[src/rtl/pdac_pkg.sv]
package pdac_pkg;
  typedef enum logic [2:0] {ST_BOOT, ST_IDLE, ST_WR, ST_GAP, ST_LOAD, ST_CLR} seq_st_e;
  typedef enum logic [1:0] {LN_NONE, LN_LO, LN_HI, LN_BOTH} lane_e;

  function automatic int cyc_ceil(int t_ps, int clk_ps);
    return (t_ps + clk_ps - 1) / clk_ps;
  endfunction

  function automatic int imax(int a, int b);
    return (a > b) ? a : b;
  endfunction
endpackage

[src/rtl/pdac_lockout.sv]
module pdac_lockout #(
  parameter int PU_CYC = 1000
) (
  input  logic clk_i,
  input  logic rst_ni,
  output logic done_o
);
  localparam int CW = $clog2(PU_CYC + 1);

  logic [CW-1:0] cnt_q;
  logic          done_q;

  always_ff @(posedge clk_i or negedge rst_ni) begin
    if (!rst_ni) begin
      cnt_q  <= '0;
      done_q <= 1'b0;
    end else if (!done_q) begin
      if (cnt_q == CW'(PU_CYC - 1)) done_q <= 1'b1;
      else                          cnt_q  <= cnt_q + 1'b1;
    end
  end

  assign done_o = done_q;


  lockout_sticky_chk: assert property (@(posedge clk_i) disable iff (!rst_ni)
    done_o |=> done_o);
endmodule

[src/rtl/pdac_tick.sv]
module pdac_tick #(
  parameter int W = 3
) (
  input  logic         clk_i,
  input  logic         rst_ni,
  input  logic         load_i,
  input  logic [W-1:0] val_i,
  output logic         expire_o
);
  logic [W-1:0] cnt_q;

  always_ff @(posedge clk_i or negedge rst_ni) begin
    if (!rst_ni)              cnt_q <= '0;
    else if (load_i)          cnt_q <= val_i - 1'b1;
    else if (cnt_q != '0)     cnt_q <= cnt_q - 1'b1;
  end

  assign expire_o = (cnt_q == '0);


  tick_nonzero_chk: assert property (@(posedge clk_i) disable iff (!rst_ni)
    load_i |-> (val_i != '0));
endmodule

[src/rtl/pdac_lane_mux.sv]
module pdac_lane_mux
  import pdac_pkg::*;
#(
  parameter int DATA_W = 16
) (
  input  lane_e             lane_i,
  input  logic [DATA_W-1:0] code_i,
  output logic              cs_lo_n_o,
  output logic              cs_hi_n_o,
  output logic [DATA_W-1:0] bus_o
);
  localparam int BYTE_W = DATA_W / 2;

  logic [BYTE_W-1:0] lo_b, hi_b;
  assign lo_b = code_i[BYTE_W-1:0];
  assign hi_b = code_i[DATA_W-1:BYTE_W];

  always_comb begin
    cs_lo_n_o = 1'b1;
    cs_hi_n_o = 1'b1;
    bus_o     = code_i;
    unique case (lane_i)
      LN_LO:   begin cs_lo_n_o = 1'b0; bus_o = {lo_b, lo_b}; end
      LN_HI:   begin cs_hi_n_o = 1'b0; bus_o = {hi_b, hi_b}; end
      LN_BOTH: begin cs_lo_n_o = 1'b0; cs_hi_n_o = 1'b0; end
      default: ;
    endcase
  end
endmodule

[src/rtl/pdac_seq.sv]
module pdac_seq
  import pdac_pkg::*;
#(
  parameter int DATA_W    = 16,
  parameter int CLK_PS    = 10000,
  parameter int T_CS_PS   = 40000,
  parameter int T_WR_PS   = 40000,
  parameter int T_DS_PS   = 40000,
  parameter int T_LD_PS   = 40000,
  parameter int T_CLR_PS  = 40000,
  parameter int T_PU_PS   = 10000000,
  parameter int GAP_CYC   = 1
) (
  input  logic              clk_i,
  input  logic              rst_ni,
  input  logic              wr_req_i,
  input  logic [DATA_W-1:0] code_i,
  input  logic              byte_mode_i,
  input  logic              hi_first_i,
  input  logic              defer_i,
  input  logic              load_req_i,
  input  logic              clear_req_i,
  output logic              cs_lo_n_o,
  output logic              cs_hi_n_o,
  output logic              wr_n_o,
  output logic              load_n_o,
  output logic              clear_n_o,
  output logic [DATA_W-1:0] bus_o,
  output logic              busy_o,
  output logic              done_o
);
  localparam int WR_CYC  = imax(imax(cyc_ceil(T_CS_PS, CLK_PS), cyc_ceil(T_WR_PS, CLK_PS)),
                                imax(cyc_ceil(T_DS_PS, CLK_PS), 1));
  localparam int LD_CYC  = imax(cyc_ceil(T_LD_PS, CLK_PS), 1);
  localparam int CLR_CYC = imax(cyc_ceil(T_CLR_PS, CLK_PS), 1);
  localparam int PU_CYC  = imax(cyc_ceil(T_PU_PS, CLK_PS), 1);
  localparam int GP_CYC  = imax(GAP_CYC, 1);
  localparam int TW      = $clog2(imax(imax(WR_CYC, LD_CYC), imax(CLR_CYC, GP_CYC)) + 1);

  seq_st_e           state_q, state_d;
  lane_e             lane_q, lane_d;
  logic [DATA_W-1:0] code_q, code_d;
  logic              hi_first_q, hi_first_d;
  logic              pend2_q, pend2_d;
  logic              ld_pend_q, ld_pend_d;
  logic              byte_q, byte_d;
  logic              done_d;
  logic              tmr_load, tmr_exp;
  logic [TW-1:0]     tmr_val;
  logic              boot_done;

  pdac_lockout #(.PU_CYC(PU_CYC)) u_lockout (
    .clk_i, .rst_ni, .done_o(boot_done)
  );

  pdac_tick #(.W(TW)) u_tick (
    .clk_i, .rst_ni, .load_i(tmr_load), .val_i(tmr_val), .expire_o(tmr_exp)
  );

  always_comb begin
    state_d    = state_q;
    lane_d     = lane_q;
    code_d     = code_q;
    hi_first_d = hi_first_q;
    pend2_d    = pend2_q;
    ld_pend_d  = ld_pend_q;
    byte_d     = byte_q;
    done_d     = 1'b0;
    tmr_load   = 1'b0;
    tmr_val    = '0;
    unique case (state_q)
      ST_BOOT: if (boot_done) state_d = ST_IDLE;
      ST_IDLE: begin
        if (clear_req_i) begin
          state_d  = ST_CLR;
          tmr_load = 1'b1;
          tmr_val  = TW'(CLR_CYC);
        end else if (wr_req_i) begin
          state_d    = ST_WR;
          code_d     = code_i;
          hi_first_d = hi_first_i;
          byte_d     = byte_mode_i;
          pend2_d    = byte_mode_i;
          ld_pend_d  = !defer_i;
          lane_d     = !byte_mode_i ? LN_BOTH : (hi_first_i ? LN_HI : LN_LO);
          tmr_load   = 1'b1;
          tmr_val    = TW'(WR_CYC);
        end else if (load_req_i) begin
          state_d  = ST_LOAD;
          tmr_load = 1'b1;
          tmr_val  = TW'(LD_CYC);
        end
      end
      ST_WR: if (tmr_exp) begin
        state_d  = ST_GAP;
        lane_d   = LN_NONE;
        tmr_load = 1'b1;
        tmr_val  = TW'(GP_CYC);
      end
      ST_GAP: if (tmr_exp) begin
        if (pend2_q) begin
          state_d  = ST_WR;
          pend2_d  = 1'b0;
          lane_d   = hi_first_q ? LN_LO : LN_HI;
          tmr_load = 1'b1;
          tmr_val  = TW'(WR_CYC);
        end else if (ld_pend_q) begin
          state_d   = ST_LOAD;
          ld_pend_d = 1'b0;
          tmr_load  = 1'b1;
          tmr_val   = TW'(LD_CYC);
        end else begin
          state_d = ST_IDLE;
          byte_d  = 1'b0;
          done_d  = 1'b1;
        end
      end
      ST_LOAD, ST_CLR: if (tmr_exp) begin
        state_d = ST_IDLE;
        byte_d  = 1'b0;
        done_d  = 1'b1;
      end
      default: state_d = ST_IDLE;
    endcase
  end

  always_ff @(posedge clk_i or negedge rst_ni) begin
    if (!rst_ni) begin
      state_q    <= ST_BOOT;
      lane_q     <= LN_NONE;
      code_q     <= '0;
      hi_first_q <= 1'b0;
      pend2_q    <= 1'b0;
      ld_pend_q  <= 1'b0;
      byte_q     <= 1'b0;
    end else begin
      state_q    <= state_d;
      lane_q     <= lane_d;
      code_q     <= code_d;
      hi_first_q <= hi_first_d;
      pend2_q    <= pend2_d;
      ld_pend_q  <= ld_pend_d;
      byte_q     <= byte_d;
    end
  end

  // registered strobes, decoded from next state
  lane_e             mux_lane;
  logic              mux_cs_lo_n, mux_cs_hi_n;
  logic [DATA_W-1:0] mux_bus;
  logic              cs_lo_n_q, cs_hi_n_q, wr_n_q, load_n_q, clear_n_q, done_q;
  logic [DATA_W-1:0] bus_q;

  assign mux_lane = (state_d == ST_WR) ? lane_d : LN_NONE;

  pdac_lane_mux #(.DATA_W(DATA_W)) u_lane (
    .lane_i(mux_lane), .code_i(code_d),
    .cs_lo_n_o(mux_cs_lo_n), .cs_hi_n_o(mux_cs_hi_n), .bus_o(mux_bus)
  );

  always_ff @(posedge clk_i or negedge rst_ni) begin
    if (!rst_ni) begin
      cs_lo_n_q <= 1'b1;
      cs_hi_n_q <= 1'b1;
      wr_n_q    <= 1'b1;
      load_n_q  <= 1'b1;
      clear_n_q <= 1'b1;
      bus_q     <= '0;
      done_q    <= 1'b0;
    end else begin
      cs_lo_n_q <= mux_cs_lo_n;
      cs_hi_n_q <= mux_cs_hi_n;
      wr_n_q    <= (state_d != ST_WR);
      load_n_q  <= (state_d != ST_LOAD);
      clear_n_q <= (state_d != ST_CLR);
      if (state_d == ST_WR) bus_q <= mux_bus;
      done_q    <= done_d;
    end
  end

  assign cs_lo_n_o = cs_lo_n_q;
  assign cs_hi_n_o = cs_hi_n_q;
  assign wr_n_o    = wr_n_q;
  assign load_n_o  = load_n_q;
  assign clear_n_o = clear_n_q;
  assign bus_o     = bus_q;
  assign busy_o    = (state_q != ST_IDLE);
  assign done_o    = done_q;

  // checker counters
  localparam int PW = $clog2(PU_CYC + 1);
  localparam int WW = $clog2(WR_CYC + 2);
  logic [PW-1:0] since_q;
  logic [WW-1:0] wr_lo_q;

  always_ff @(posedge clk_i or negedge rst_ni) begin
    if (!rst_ni) begin
      since_q <= '0;
      wr_lo_q <= '0;
    end else begin
      if (since_q != PW'(PU_CYC)) since_q <= since_q + 1'b1;
      if (wr_n_o)                 wr_lo_q <= '0;
      else if (wr_lo_q != WW'(WR_CYC + 1)) wr_lo_q <= wr_lo_q + 1'b1;
    end
  end


  lockout_sel_chk: assert property (@(posedge clk_i) disable iff (!rst_ni)
    (!cs_lo_n_o || !cs_hi_n_o) |-> (since_q == PW'(PU_CYC)));

  sel_in_wr_chk: assert property (@(posedge clk_i) disable iff (!rst_ni)
    (!cs_lo_n_o || !cs_hi_n_o) |-> !wr_n_o);

  byte_one_sel_chk: assert property (@(posedge clk_i) disable iff (!rst_ni)
    (byte_q && !wr_n_o) |-> (cs_lo_n_o != cs_hi_n_o));

  wr_width_chk: assert property (@(posedge clk_i) disable iff (!rst_ni)
    $rose(wr_n_o) |-> (wr_lo_q == WW'(WR_CYC)));

  bus_hold_chk: assert property (@(posedge clk_i) disable iff (!rst_ni)
    (!wr_n_o && $past(!wr_n_o)) |-> $stable(bus_o));

  one_strobe_chk: assert property (@(posedge clk_i) disable iff (!rst_ni)
    $countones({!wr_n_o, !load_n_o, !clear_n_o}) <= 1);

  done_pulse_chk: assert property (@(posedge clk_i) disable iff (!rst_ni)
    done_o |=> !done_o);

  done_idle_chk: assert property (@(posedge clk_i) disable iff (!rst_ni)
    done_o |-> !busy_o);
endmodule

[config.mk]
export PLATFORM = sky130hd
export DESIGN_NAME = pdac_seq
export DESIGN_NICKNAME = d
export VERILOG_FILES = /design/src/rtl/pdac_pkg.sv /design/src/rtl/pdac_lockout.sv /design/src/rtl/pdac_tick.sv /design/src/rtl/pdac_lane_mux.sv /design/src/rtl/pdac_seq.sv
export SDC_FILE = /design/constraint.sdc
export NUM_CORES = 1
export LEC_CHECK = 0
export ABC_CLOCK_PERIOD_IN_PS = 3200
export CORE_UTILIZATION = 48
export DETAILED_ROUTE_END_ITERATION = 7
export GPL_ROUTABILITY_DRIVEN = 1
export HOLD_SLACK_MARGIN = 0.15
export PLACE_DENSITY_LB_ADDON = 0.15
export SETUP_SLACK_MARGIN = 0.1
export SLEW_MARGIN = 20
export SYNTH_ARGS = -nofsm -noshare
export SYNTH_HDL_FRONTEND = slang
export SYNTH_HIERARCHICAL = 1
export SYNTH_SLANG_ARGS = --single-unit
[constraint.sdc]
create_clock -name clk_i -period 3.2 [get_ports clk_i]
set_input_delay 0.32 -clock clk_i [delete_from_list [all_inputs] [get_ports clk_i]]
set_output_delay 0.32 -clock clk_i [all_outputs]
set_load 0.02 [all_outputs]
After elaboration in Yosys (flattened, before gate mapping)
Index checks and enable logic that the tools add are counted.

operators by class
  reductions and logical operators = 13
  eq/ne operators = 18
  bitwise logic cells = 3
  $add $sub $neg = 3
  muxes and demuxes = 59

operator list
  cell                     number
  $mux W3                  17
  $mux W16                 3
  $pmux W16 S2             1
  $mux W1                  22
  $mux W2                  9
  $pmux W3 S5              1
  $add A10 B1 Y10 const B  1
  $eq A10 B10 Y1 const B   1
  $eq A3 B2 Y1 const B     3
  $pmux W3 S3              1
  $ne A2 B2 Y1 const B     4
  $eq A3 B3 Y1 const B     2
  $logic_not A3 Y1         2
  $ne A3 B3 Y1 const B     2
  $pmux W1 S2              3
  $pmux W2 S3              1
  $reduce_or A2 Y1         3
  $sub A3 B1 Y3 const B    2
  $reduce_and A5 Y1        1
  $eq A2 B2 Y1 const B     2
  $reduce_and A4 Y1        1
  $reduce_bool A2 Y1       2
  $eq A3 B1 Y1 const B     1
  $ne A3 B1 Y1 const B     1
  8 further kinds          10

storage, ports and cells
  input bits = 24
  flip-flop bits (word level) = 60
  output and inout port bits = 23
  word-level logic and storage cells = 112

Depth between registers and ports, before layout
  word-level depth = 9
  mapped depth = 13
  depth with buffers taken out = 10

Cells and area by module
The synthesis kept the hierarchy.

by module, submodules not included
  module         instances  cells an instance  seq. area each (sq um)  area each (sq um)
  pdac_seq       1          182                1157.4                  1999.4
  pdac_lockout   1          43                 275.3                   525.5
  pdac_lane_mux  1          31                 0.0                     250.2
  pdac_tick      1          17                 75.1                    175.2

Least setup slack after synthesis
No wires, ideal clock.

  kind = flip-flop to flip-flop
  start = reg u_tick.cnt_q[2]
  end = reg bus_q[0], in the netlist bus_o[0]
  path buffers = 3
  setup slack = 72 ps
  data arrival time = 3000 ps
  library setup time = 128 ps
  cell stages (with the launch flop) = 14
  required time = 3072 ps
  clock period less this slack = 3128 ps
  cells stage by stage = dfrtp_1 nor3_1 clkbuf_1 o211ai_1 o211ai_1 nand4_4 buf_6 a21oi_1 inv_1 ha_1 or2_1 buf_6 a22o_1 mux2_1

on the way
  longest elaborated chain between the ends = 7
  elaborated cells between the ends (all ways) = 13
  those cells by class = eq/ne: 3; mux: 9; reduce/logical: 1

RTL lines
  item                                                 line                                              RTL
  start: declaration                                   pdac_tick.sv:10                                   logic [W-1:0] cnt_q;
  start signal: assignment                             pdac_tick.sv:14                                   else if (load_i) cnt_q <= val_i - 1'b1;
  start signal: assignment                             pdac_tick.sv:15                                   else if (cnt_q != '0) cnt_q <= cnt_q - 1'b1;
  $logic_not A3 Y1 *                                   pdac_tick.sv:18                                   assign expire_o = (cnt_q == '0);
  net tmr_exp                                          pdac_seq.sv:48                                    logic tmr_load, tmr_exp;
  $mux W3 (on tied branches)                           pdac_seq.sv:118, pdac_seq.sv:94, pdac_seq.sv:100
  $pmux W3 S5                                          pdac_seq.sv:71                                    unique case (state_q)
  $eq A3 B2 Y1                                         pdac_seq.sv:154                                   assign mux_lane = (state_d == ST_WR) ? lane_d : LN_NONE;
  $mux W2 *                                            pdac_seq.sv:154
  net mux_lane[0]                                      pdac_seq.sv:148                                   lane_e mux_lane;
  $eq A2 B2 Y1 / $eq A2 B1 Y1 (equally long branches)  pdac_lane_mux.sv:22                               unique case (lane_i)
  $pmux W16 S2 *                                       pdac_lane_mux.sv:22
  net mux_bus[0]                                       pdac_seq.sv:150                                   logic [DATA_W-1:0] mux_bus;
  end signal: assignment                               pdac_seq.sv:176                                   if (state_d == ST_WR) bus_q <= mux_bus;
  end: declaration                                     pdac_seq.sv:152                                   logic [DATA_W-1:0] bus_q;

Mark *: on every way through the listed nets, which the timed path passes. The rest lies on a longest branch.
A chain may end at the register's enable or synchronous reset.

Final worst setup path
  start = reg state_q[1]
  end = reg bus_q[1], in the netlist bus_o[1]

on the way
  longest elaborated chain between the ends = 8
  elaborated cells between the ends (all ways) = 22
  those cells by class = eq/ne: 8; mux: 12; reduce/logical: 2

RTL lines
  item                                                 line                 RTL
  start: declaration                                   pdac_seq.sv:40       seq_st_e state_q, state_d;
  start signal: assignment                             pdac_seq.sv:137      state_q <= state_d;
  $mux W3                                              pdac_seq.sv:88       end else if (load_req_i) begin
  $mux W3                                              pdac_seq.sv:78       end else if (wr_req_i) begin
  $mux W3                                              pdac_seq.sv:74       if (clear_req_i) begin
  $pmux W3 S5 *                                        pdac_seq.sv:71
  net state_d[1]                                       pdac_seq.sv:40
  $eq A3 B2 Y1 *                                       pdac_seq.sv:154
  $mux W2 *                                            pdac_seq.sv:154
  net mux_lane[0]                                      pdac_seq.sv:148
  $eq A2 B2 Y1 / $eq A2 B1 Y1 (equally long branches)  pdac_lane_mux.sv:22
  $pmux W16 S2 *                                       pdac_lane_mux.sv:22
  net mux_bus[1]                                       pdac_seq.sv:150

Marked as above.

==> flow_metrics.env <==
export IMPL_post_drt_wl_per_cell_um=15.4
export IMPL_place_hpwl_um=4290
export IMPL_clock_skew_final_ns=0.00910
export IMPL_setup_viol=0
export IMPL_clkLatencyLatePin_ns=0.34
export IMPL_fin_tns_setup_ns=0
export IMPL_layout_nets=355
export IMPL_hold_viol=0
export IMPL_total_power_w=0.00335
export IMPL_start_util_pct=49.8
export IMPL_ant_nets=0
export IMPL_placed_cell_area_sq_mm=0.00349
export IMPL_ys_ff_latch=60
export IMPL_crit_arrival_ns=3.19
export IMPL_dieArea_sq_mm=0.00646
export IMPL_io_pins=47
export IMPL_core_area_sq_mm=0.00592
export IMPL_power_frac_comb_pct=43.7
export IMPL_drt_iter0_markers=111
export IMPL_rrSetupSlack_ns=0.23
export IMPL_cts_max_level=3
export IMPL_holdPathEnd="u_lockout/cnt_q[9]$_DFFE_PN0P_"
export IMPL_num_rows=28
export IMPL_drive_gt1_share_pct=19.0
export IMPL_synth_warnings=6
export IMPL_clockBufferDepth=2
export IMPL_synth_top_area_share_pct=46.6
export IMPL_area_growth_pct=26.0
export IMPL_pwr_share_clk_pct=20.9
export IMPL_fmax_mhz=337
export IMPL_min_path_cells=1
export IMPL_worstMarginPinSlew_ns=0.601
export IMPL_p_seq_share_pct=35.4
export IMPL_ys_flop_type="dfrtp_1"
export IMPL_p_leak_nw=1.72
export IMPL_r2r_end="bus_o[1]$_DFFE_PN0N_"
export IMPL_synth_edf_count=0
export IMPL_grt_max_degree=34
export IMPL_multi_input_area_sq_mm=0.00135
export IMPL_min_path_type="flop to flop"
export IMPL_cpPeakStageDelay_ns=0.52
export IMPL_crit_type="flop to flop"
export IMPL_p_int_w=0.00216
export IMPL_track_usage_pct=21.6
export IMPL_via_per_inst=5.23
export IMPL_cts_root_buffer="clkbuf_8"
export IMPL_cp_slowest_cell="or3b_1"
export IMPL_grt_setup_unrepaired="false"
export IMPL_drtPass1Iterations=4
export IMPL_grt_pass1_wl_um=10000
export IMPL_num_vias=2124
export IMPL_postSynthCellCount=273
export IMPL_drv_slew=0
export IMPL_cts_made_buffers=9
export IMPL_gp_congestion=0.824
export IMPL_crit_fanout=8
export IMPL_clock_sinks=60
export IMPL_crit_chain="or3b_1, o22ai_4, nand4_4, a21oi_1, inv_1, ha_1, or2_1, a22o_1, mux2_1"
export IMPL_ir_worst_vdd_mv=0.535
export IMPL_sw_frac_of_total_pct=35.6
export IMPL_pwr_density_cell_mw_per_mm2=902
export IMPL_cp_num_buf_inv=1
export IMPL_period_needed_ns=2.97
export IMPL_endpoint_kind="flop"
export IMPL_status="completed"
export IMPL_synth_area_leaders="dfrtp_1 (47%), nand2_1 (7.8%), a22o_1 (4.7%)"
export IMPL_synth_distinct_cells=48
export IMPL_grt_pass1_vias=2038
export IMPL_r2r_start="state_q[1]$_DFF_PN0_"
export IMPL_fillers=482
export IMPL_grt_ovfl_total=0
export IMPL_fin_area_sq_mm=0.00372
export IMPL_layout_commonest_cell="nand2_1"
export IMPL_numPortBuffers=46
export IMPL_avgSynthCellArea_sq_um=10.8
export IMPL_critPathTopFamily="simple AND/OR/NAND/NOR gates"
export IMPL_p_sw_w=0.00119
export IMPL_antenna_found_initial=0
export IMPL_cts_tree="done"
export IMPL_fp_dieH_um=80.4
export IMPL_reg2reg_depth=9
export IMPL_cp_start_kind="flop"
export IMPL_synth_area_sq_mm=0.00295
export IMPL_diodes=0
export IMPL_seq_area_frac_synth_pct=51.1
export IMPL_most_common_layout_cells="nand2_1 (61), dfrtp_1 (55), clkdlybuf4s50_1 (45), a22o_1 (16), clkbuf_8 (11)"
export IMPL_final_period_utilization_pct=92.7
export IMPL_regArea_sq_mm=0.00151
export IMPL_drv_cap=0
export IMPL_slew_headroom_pct=59.9
export IMPL_worstHoldStart="u_lockout/cnt_q[9]$_DFFE_PN0P_"
export IMPL_die_w_um=80.4
export IMPL_drc_errors=0
export IMPL_synth_nets=302
export IMPL_routed_wirelength_um=6250
export IMPL_yosysTopAreaCell="dfrtp_1"
export IMPL_ys_async_sr_fraction_pct=100
export IMPL_cp_data_required_time_ns=3.42
export IMPL_clkTransAtPathRegs_ns=0.07
logic make-up (layout without fill, tap and decap cells):
family                   Yosys count  in the layout  share of synthesized area (%)
XOR/XNOR                           9              9                           2.67
AND/OR/NAND/NOR                  111            111                           18.7
buffers and inverters             20             78                           3.48
other                              1              1                          0.127
AO/OA/AOI/OAI                     46             46                           13.1
adder cells (fa/ha/maj)            5              5                           2.12
flip-flops                        60             60                           51.1
multiplexers                      21             21                           8.78
cell usage after synthesis, types with 2 or more instances:
master	instances
o21ai_0	5
nor3_1	4
or2_2	4
or2_1	2
buf_6	3
nand2b_1	6
mux2i_1	3
nor2b_1	5
nand3_1	6
a22o_1	16
a21bo_2	2
o21bai_1	4
dfstp_2	5
mux2_4	7
nand4_1	2
nand2_1	61
dfrtp_1	55
buf_2	4
o211ai_1	3
inv_1	5
ha_1	5
a21oi_1	6
mux2_2	8
clkbuf_1	8
mux2_1	3
xor2_1	5
xnor2_1	4
nand4b_1	2
and3b_1	2
nor2_1	10
worst max path at each step:
stage / from / endpoint / slack [ns] / depth (start not counted)
2_1_floorplan: state_q[2]$_DFF_PN0_ / bus_o[0]$_DFFE_PN0N_ / 0.14 / 12
3_3_place_gp: clear_req_i / bus_o[4]$_DFFE_PN0N_ / 0.24 / 10
3_5_place_dp: clear_req_i / bus_o[1]$_DFFE_PN0N_ / 0.18 / 10
4_1_cts: state_q[1]$_DFF_PN0_ / bus_o[4]$_DFFE_PN0N_ / 0.25 / 9
5_1_grt: state_q[1]$_DFF_PN0_ / bus_o[1]$_DFFE_PN0N_ / 0.1 / 9
6_report: state_q[1]$_DFF_PN0_ / bus_o[1]$_DFFE_PN0N_ / 0.23 / 9
final cells by class:
cell class | instances | share of cell area (%)
sequential | 60 | 40.6
inverter | 5 | 0.505
timing repair buffer | 57 | 14.5
clock buffer | 12 | 4.18
multi-input combinational | 193 | 36.4
tap | 75 | 2.53
clock inverter | 4 | 1.28
registers in the layout (all words and copies together) (netlist names), 2 cells and up:
| signal | count |
|---|---|
| lane_q | 2 |
| u_lockout/cnt_q | 10 |
| bus_o | 16 |
| state_q | 3 |
| code_q | 16 |
| u_tick/cnt_q | 3 |
through the flow:
| step | utilization, % | setup WS [ns] | instances | hold WS (ns) |
|---|---|---|---|---|
| finish | 62.8 | 0.234 | 406 | 0.478 |
| global route | 62.8 | 0.0950 | 406 | 0.501 |
| CTS | 62.6 | 0.255 | 406 | 0.481 |
| detailed placement | 59.0 | 0.176 | 389 | 0.368 |
| global placement | 59.0 | 0.243 | 389 | 0.365 |
| floorplan | - | 0.138 | 273 | 0.0244 |
power groups by stage:
| stage | combinational (W) | clock, W | sequential [W] |
|---|---|---|---|
| 6_report | 0.00147 | 0.000701 | 0.00119 |
| 4_1_cts | 0.00147 | 0.000711 | 0.00119 |
| 2_1_floorplan | 0.000885 | 0 | 0.00128 |
| 3_3_place_gp | 0.00143 | 0 | 0.00118 |
| 3_5_place_dp | 0.00146 | 0 | 0.00119 |
| 5_1_grt | 0.00160 | 0.000747 | 0.00122 |
routing by layer:
metal / part of all wire [%] / global-route usage, % / wire length, um
met1: 49 / 29.3 / 3040
met2: 46 / 32.6 / 2890
met3: 3.7 / 6.70 / 230
met4: 1.2 / 7.86 / 78
met5: 0 / 0 / 0
timing repair:
action                     CTS  global route
buffers inserted             0             0
gates resized for setup      0             4
hold buffers                 1             0
setup endpoints to repair    0            17
hold endpoints to repair    23             0
Note: power is estimated with default switching activity, not from simulation.
